==> src/rtl/sertx_pkg.sv <==
package sertx_pkg;
   // Frame format captured at the moment a character is loaded
   typedef struct packed {
      logic len8;
      logic par_en;
      logic par_odd;
      logic two_stop;
   } sertx_fmt_t;
endpackage

==> src/rtl/sertx_bitclk.sv <==
module sertx_bitclk #(
   parameter int OVERSAMPLE = 16
) (
   input  logic clk,
   input  logic rst_n,
   input  logic baud_tick,
   output logic bit_strobe
);
   localparam int DW = (OVERSAMPLE > 2) ? $clog2(OVERSAMPLE) : 1;
   localparam bit POW2 = ((OVERSAMPLE & (OVERSAMPLE - 1)) == 0);

   if (OVERSAMPLE < 2) begin : g_bad_os
      $error("sertx_bitclk: OVERSAMPLE must be at least 2");
   end

   logic [DW-1:0] phase_q;

   if (POW2) begin : g_wrap
      // power of two: the counter simply wraps
      always_ff @(posedge clk or negedge rst_n) begin
         if (!rst_n)         phase_q <= '0;
         else if (baud_tick) phase_q <= phase_q + 1'b1;
      end
      assign bit_strobe = baud_tick && (phase_q == '1);
   end else begin : g_cmp
      // other ratios: compare against the terminal count
      localparam logic [DW-1:0] LAST = DW'(OVERSAMPLE - 1);
      always_ff @(posedge clk or negedge rst_n) begin
         if (!rst_n) phase_q <= '0;
         else if (baud_tick) phase_q <= (phase_q == LAST) ? '0 : phase_q + 1'b1;
      end
      assign bit_strobe = baud_tick && (phase_q == LAST);
   end
endmodule

==> src/rtl/sertx_framer.sv <==
module sertx_framer
   import sertx_pkg::*;
#(
   parameter int CHAR_W = 8
) (
   input  logic              clk,
   input  logic              rst_n,
   input  logic              bit_strobe,
   input  logic              wr_en,
   input  logic [CHAR_W-1:0] wr_data,
   input  sertx_fmt_t        fmt,
   output logic              txd,
   output logic              tbe,
   output logic              tsc
);
   localparam int FRAME_W = CHAR_W + 4;          // start + data + parity + 2 stop
   localparam int CNT_W   = $clog2(FRAME_W + 1);

   logic [CHAR_W-1:0]  hold_q;
   logic               full_q;
   logic [FRAME_W-1:0] sh_q;       // bits still to follow the current one
   logic [CNT_W-1:0]   left_q;     // bits remaining including the current one
   logic               txd_q;

   logic [FRAME_W-1:0] frame;
   logic [CHAR_W-1:0]  data_m;
   logic               par_bit;
   int                 n_data;
   int                 n_total;

   always_comb begin
      n_data  = fmt.len8 ? CHAR_W : CHAR_W - 1;
      data_m  = fmt.len8 ? hold_q : {1'b0, hold_q[CHAR_W-2:0]};
      par_bit = (^data_m) ^ fmt.par_odd;
      frame   = '1;
      frame[0] = 1'b0;
      for (int j = 1; j <= CHAR_W; j++)
         if (j <= n_data) frame[j] = hold_q[j-1];
      for (int j = 1; j < FRAME_W; j++)
         if (fmt.par_en && (j == n_data + 1)) frame[j] = par_bit;
      n_total = 2 + n_data + (fmt.par_en ? 1 : 0) + (fmt.two_stop ? 1 : 0);
   end

   logic at_end;
   logic load;
   assign at_end = (left_q <= CNT_W'(1));
   assign load   = bit_strobe && at_end && full_q;

   always_ff @(posedge clk or negedge rst_n) begin
      if (!rst_n) begin
         sh_q   <= '1;
         left_q <= '0;
         txd_q  <= 1'b1;
      end else if (bit_strobe) begin
         if (!at_end) begin
            txd_q  <= sh_q[0];
            sh_q   <= {1'b1, sh_q[FRAME_W-1:1]};
            left_q <= left_q - 1'b1;
         end else if (full_q) begin
            txd_q  <= frame[0];
            sh_q   <= {1'b1, frame[FRAME_W-1:1]};
            left_q <= CNT_W'(n_total);
         end else begin
            txd_q  <= 1'b1;
            left_q <= '0;
         end
      end
   end

   always_ff @(posedge clk or negedge rst_n) begin
      if (!rst_n) begin
         hold_q <= '0;
         full_q <= 1'b0;
      end else if (wr_en) begin
         hold_q <= wr_data;
         full_q <= 1'b1;
      end else if (load) begin
         full_q <= 1'b0;
      end
   end

   assign txd = txd_q;
   assign tbe = !full_q;
   assign tsc = (left_q == '0);
endmodule

==> src/rtl/sertx_irqsel.sv <==
module sertx_irqsel (
   input  logic clk,
   input  logic rst_n,
   input  logic tbe,
   input  logic tsc,
   input  logic sel_tsc,
   output logic irq
);
   logic tbe_p, tsc_p;

   always_ff @(posedge clk or negedge rst_n) begin
      if (!rst_n) begin
         tbe_p <= 1'b1;
         tsc_p <= 1'b1;
      end else begin
         tbe_p <= tbe;
         tsc_p <= tsc;
      end
   end

   assign irq = sel_tsc ? (tsc && !tsc_p) : (tbe && !tbe_p);
endmodule

==> src/rtl/sertx_core.sv <==
module sertx_core
   import sertx_pkg::*;
#(
   parameter int OVERSAMPLE = 16,
   parameter int CHAR_W     = 8
) (
   input  logic              clk,
   input  logic              rst_n,
   input  logic              baud_tick,
   input  logic              wr_en,
   input  logic [CHAR_W-1:0] wr_data,
   input  logic              cfg_len8,
   input  logic              cfg_par_en,
   input  logic              cfg_par_odd,
   input  logic              cfg_two_stop,
   input  logic              cfg_irq_on_tsc,
   output logic              txd,
   output logic              tbe,
   output logic              tsc,
   output logic              tx_irq
);
   if (CHAR_W < 2) begin : g_bad_w
      $error("sertx_core: CHAR_W must be at least 2");
   end

   logic       bit_strobe;
   sertx_fmt_t fmt;

   assign fmt = '{len8: cfg_len8, par_en: cfg_par_en,
                  par_odd: cfg_par_odd, two_stop: cfg_two_stop};

   sertx_bitclk #(.OVERSAMPLE(OVERSAMPLE)) u_bitclk (
      .clk(clk), .rst_n(rst_n), .baud_tick(baud_tick), .bit_strobe(bit_strobe)
   );

   sertx_framer #(.CHAR_W(CHAR_W)) u_framer (
      .clk(clk), .rst_n(rst_n), .bit_strobe(bit_strobe),
      .wr_en(wr_en), .wr_data(wr_data), .fmt(fmt),
      .txd(txd), .tbe(tbe), .tsc(tsc)
   );

   sertx_irqsel u_irqsel (
      .clk(clk), .rst_n(rst_n), .tbe(tbe), .tsc(tsc),
      .sel_tsc(cfg_irq_on_tsc), .irq(tx_irq)
   );
endmodule

==> config.mk <==
export PLATFORM = sky130hd
export DESIGN_NAME = sertx_core
export DESIGN_NICKNAME = d
export VERILOG_FILES = /design/src/rtl/sertx_pkg.sv /design/src/rtl/sertx_bitclk.sv /design/src/rtl/sertx_framer.sv /design/src/rtl/sertx_irqsel.sv /design/src/rtl/sertx_core.sv
export SDC_FILE = /design/constraint.sdc
export NUM_CORES = 1
export LEC_CHECK = 0
export BUFFER_PORTS_ARGS = -buffer_cell sky130_fd_sc_hd__buf_4
export CELL_PAD_IN_SITES_DETAIL_PLACEMENT = 1
export CELL_PAD_IN_SITES_GLOBAL_PLACEMENT = 1
export CORE_MARGIN = 10
export CORE_UTILIZATION = 46
export CTS_BUF_LIST = sky130_fd_sc_hd__clkbuf_8
export CTS_CLUSTER_DIAMETER = 100
export CTS_CLUSTER_SIZE = 28
export DETAILED_ROUTE_END_ITERATION = 6
export PLACE_DENSITY = 0.84
export SLEW_MARGIN = 20
export SYNTH_ARGS = -nofsm -noshare
export SYNTH_HDL_FRONTEND = slang
export SYNTH_SLANG_ARGS = --single-unit
export TNS_END_PERCENT = 20
==> constraint.sdc <==
create_clock -name clk -period 2.1 [get_ports clk]
set_input_delay 0.315 -clock clk [delete_from_list [all_inputs] [get_ports clk]]
set_output_delay 0.315 -clock clk [all_outputs]
set_load 0.02 [all_outputs]
==> results.yml <==
final_layout:
  drive_gt1_share_pct: 33.6
  fin_nets: 174
  syn_to_final_growth_pct: 20.4
  antenna_cells: 0
  stdcell_count: 196
die:
  ios: 21
  die_area_sq_um: 5760
  num_rows: 20
  die_h_microns: 75.9
  start_util_pct: 47.4
  core_sq_um: 3030
  die_w_microns: 75.9
logic_synthesis:
  synth_enable_flop_cells: 0
  yosysWarnings: 0
  avgSynthCellArea_sq_um: 11.5
  synth_cell_type_count: 33
  syn-num-nets: 148
  yosysTopAreaCell: "dfrtp_1"
  yosysTopAreaCellShare_pct: 29.6
  synth-seq-cells: 29
  synthFlopType: "dfrtp_1"
  synth_common_cells: "dfrtp_1 (17), dfstp_2 (12), o21ai_0 (12), nand2_1 (11)"
  yosysSeqAreaShare_pct: 51.6
  syn_area_sq_um: 1440
  synth_area_leaders: "dfrtp_1 (30%), dfstp_2 (22%), mux2_2 (7.1%), xnor2_1 (5.5%), mux2i_1 (4.9%)"
  async_flop_share_pct: 100
  yosysMostFrequentCell: "dfrtp_1"
  synthCells: 125
global_route:
  grt_pass1_wl_microns: 5400
  grt_max_degree: 30
  antenna_found_initial: 0
  grt_pass1_vias: 1155
  grt_overflow_total: 0
  groute.usage.overall_pct: 12.6
hold_path:
  whs_path_depth: 2
  min_path_type: "in -> reg"
  hold_path_end: "u_bitclk.phase_q[0]$_DFFE_PN0P_"
  holdCritStartpoint: "baud_tick"
worst_setup_path:
  critPathKind: "reg -> reg"
  required_ns: 2.31
  crit_fanout: 16
  r2r-end: "u_framer.sh_q[7]$_DFFE_PN1P_"
  worstRegToRegCells: 7
  critPathCaptureType: "flip-flop"
  timing.rr.start: "u_framer.left_q[0]$_DFFE_PN0P_"
  cp.arrival_ns: 2.02
  r2r_slack_ns: 0.29
  start_kind: "flip-flop"
cts:
  cts_buffer_depth: 2
  cts_tree: "done"
  insertion_delay_ns: 0.28
  cts_max_level: 2
  cts_buffers: 5
  clkTransAtPathRegs_ns: 0.06
  cts_root_buf: "clkbuf_8"
  cts_sinks: 29
placed_design:
  dpl.hpwl_microns: 2310
  routabilityCongestion: 0.840
  io_buffers: 20
  place_ws_ns: 0.289
  place_inst: 187
timing:
  tightestPinTransition_ns: 0.556
  period_share_pct: 86.4
  hold-worst-slack_ns: 0.246
  fin_crit_ns: 1.81
  tns_ns: 0
  drv_slew: 0
  max_freq_mhz: 551
  hold_violations: 0
  fin_ws_ns: 0.286
  fin_skew_ns: 0.00409
  setup_viol_count_final: 0
  rsz0062_at_grt: "no"
  slew_headroom_pct: 62.9
status:
  status: "complete, no violations"
power_and_ir_drop:
  cellPowerDensity_nw_per_um2: 1030
  max-vdd-ir-drop_uv: 472
  total_power_mw: 1.78
  leakage_nw: 0.780
route:
  firstDrtPassIters: 2
  avgViaCountPerCell: 5.31
  drt-initial-drc-count: 28
  wl_per_cell_microns: 15.6
  drc: 0
  ant_nets: 0
  route.vias.total: 1040
  wl_microns: 3060
job:
  max_cap_violations: 0
-- placed cells by master (no fill, tap or decap), drive strengths merged, types with 2 or more instances in the layout --
master and instances:
a32oi 2, xnor2 9, inv 7, ha 5, xor2 3, clkbuf 5, nor3b 2, a21oi 4
dfstp 12, mux2 9, nand2 11, dfrtp 17, a211o 2, mux2i 7, nor2 4, clkinv 2
nand4 2, buf 22, o21ai 14
-- worst max path at each step --
stage                     slack [ns]                            from                            to
after CTS                       0.28  u_framer.left_q[0]$_DFFE_PN0P_  u_framer.sh_q[3]$_DFFE_PN1P_
after global placement          0.43  u_framer.left_q[0]$_DFFE_PN0P_  u_framer.sh_q[3]$_DFFE_PN1P_
after floorplan                 0.50  u_framer.left_q[0]$_DFFE_PN0P_  u_framer.sh_q[0]$_DFFE_PN1P_
after global routing            0.09  u_framer.left_q[0]$_DFFE_PN0P_  u_framer.sh_q[5]$_DFFE_PN1P_
final                           0.29  u_framer.left_q[0]$_DFFE_PN0P_  u_framer.sh_q[7]$_DFFE_PN1P_
after detailed placement        0.29  u_framer.left_q[0]$_DFFE_PN0P_  u_framer.sh_q[3]$_DFFE_PN1P_
-- logic make-up after synthesis --
logic type               after synthesis  share of synthesized area [%]
multiplexers                          16                           11.9
AND/OR/NAND/NOR                       23                           7.58
flip-flops                            29                           51.6
buffers and inverters                 10                           2.96
AO/OA/AOI/OAI                         29                           12.9
XOR/XNOR                              12                           7.32
adder cells (fa/ha/maj)                6                           5.75
-- where the power goes --
group,switching [mW],total (mW),internal [mW]
sequential,0.109,0.835,0.725
clock,0.211,0.435,0.224
combinational,0.261,0.515,0.254
-- flip-flops by register name, indices dropped and copies added (netlist names) --
name	count
u_bitclk.phase_q	4
u_irqsel.tbe_p	1
u_irqsel.tsc_p	1
u_framer.full_q	1
u_framer.sh_q	9
u_framer.txd	1
u_framer.hold_q	8
u_framer.left_q	4
-- per-layer routing --
| metal | vias to the layer above | wire, microns | track usage (%) | part of all wire, % |
|---|---|---|---|---|
| li1 | 488 | - | - | - |
| met2 | 21 | 1550 | 21.6 | 51 |
| met4 | 0 | 64 | 7.01 | 2.1 |
| met1 | 524 | 1300 | 13.5 | 42 |
| met5 | - | 0 | 0 | 0 |
| met3 | 7 | 147 | 3.91 | 4.8 |
-- area by class of cell --
type | instances | area, sq um
well taps | 44 | 55.1
inverters | 6 | 22.5
flip-flops and latches | 29 | 741
multi-input cells | 86 | 653
fillers | 340 | 1300
clock buffers | 5 | 68.8
repair buffers | 23 | 175
clock inverters | 3 | 13.8
-- worst max-delay path, stage by stage (launching register included) --
cell and delay [ns]:
dfrtp_1 0.41, inv_1 0.12, ha_1 0.21, o21ai_1 0.09, buf_4 0.21, o21ai_2 0.47
a32oi_1 0.11, o21ai_0 0.11
-- timing repair --
item | in CTS | in global routing
endpoints found under the setup margin | 0 | 0
endpoints found under the hold margin | 17 | 0
setup buffers | 0 | 0
resized for setup | 0 | 0
hold buffers | 1 | 0
-- metrics by stage --
step	util [%]	area, sq um
after floorplan	-	1440
after global placement	54.0	1640
after detailed placement	54.0	1640
after CTS	57.1	1730
after global routing	57.1	1730
final	57.1	1730
Note: power is estimated with default switching activity, not from simulation.
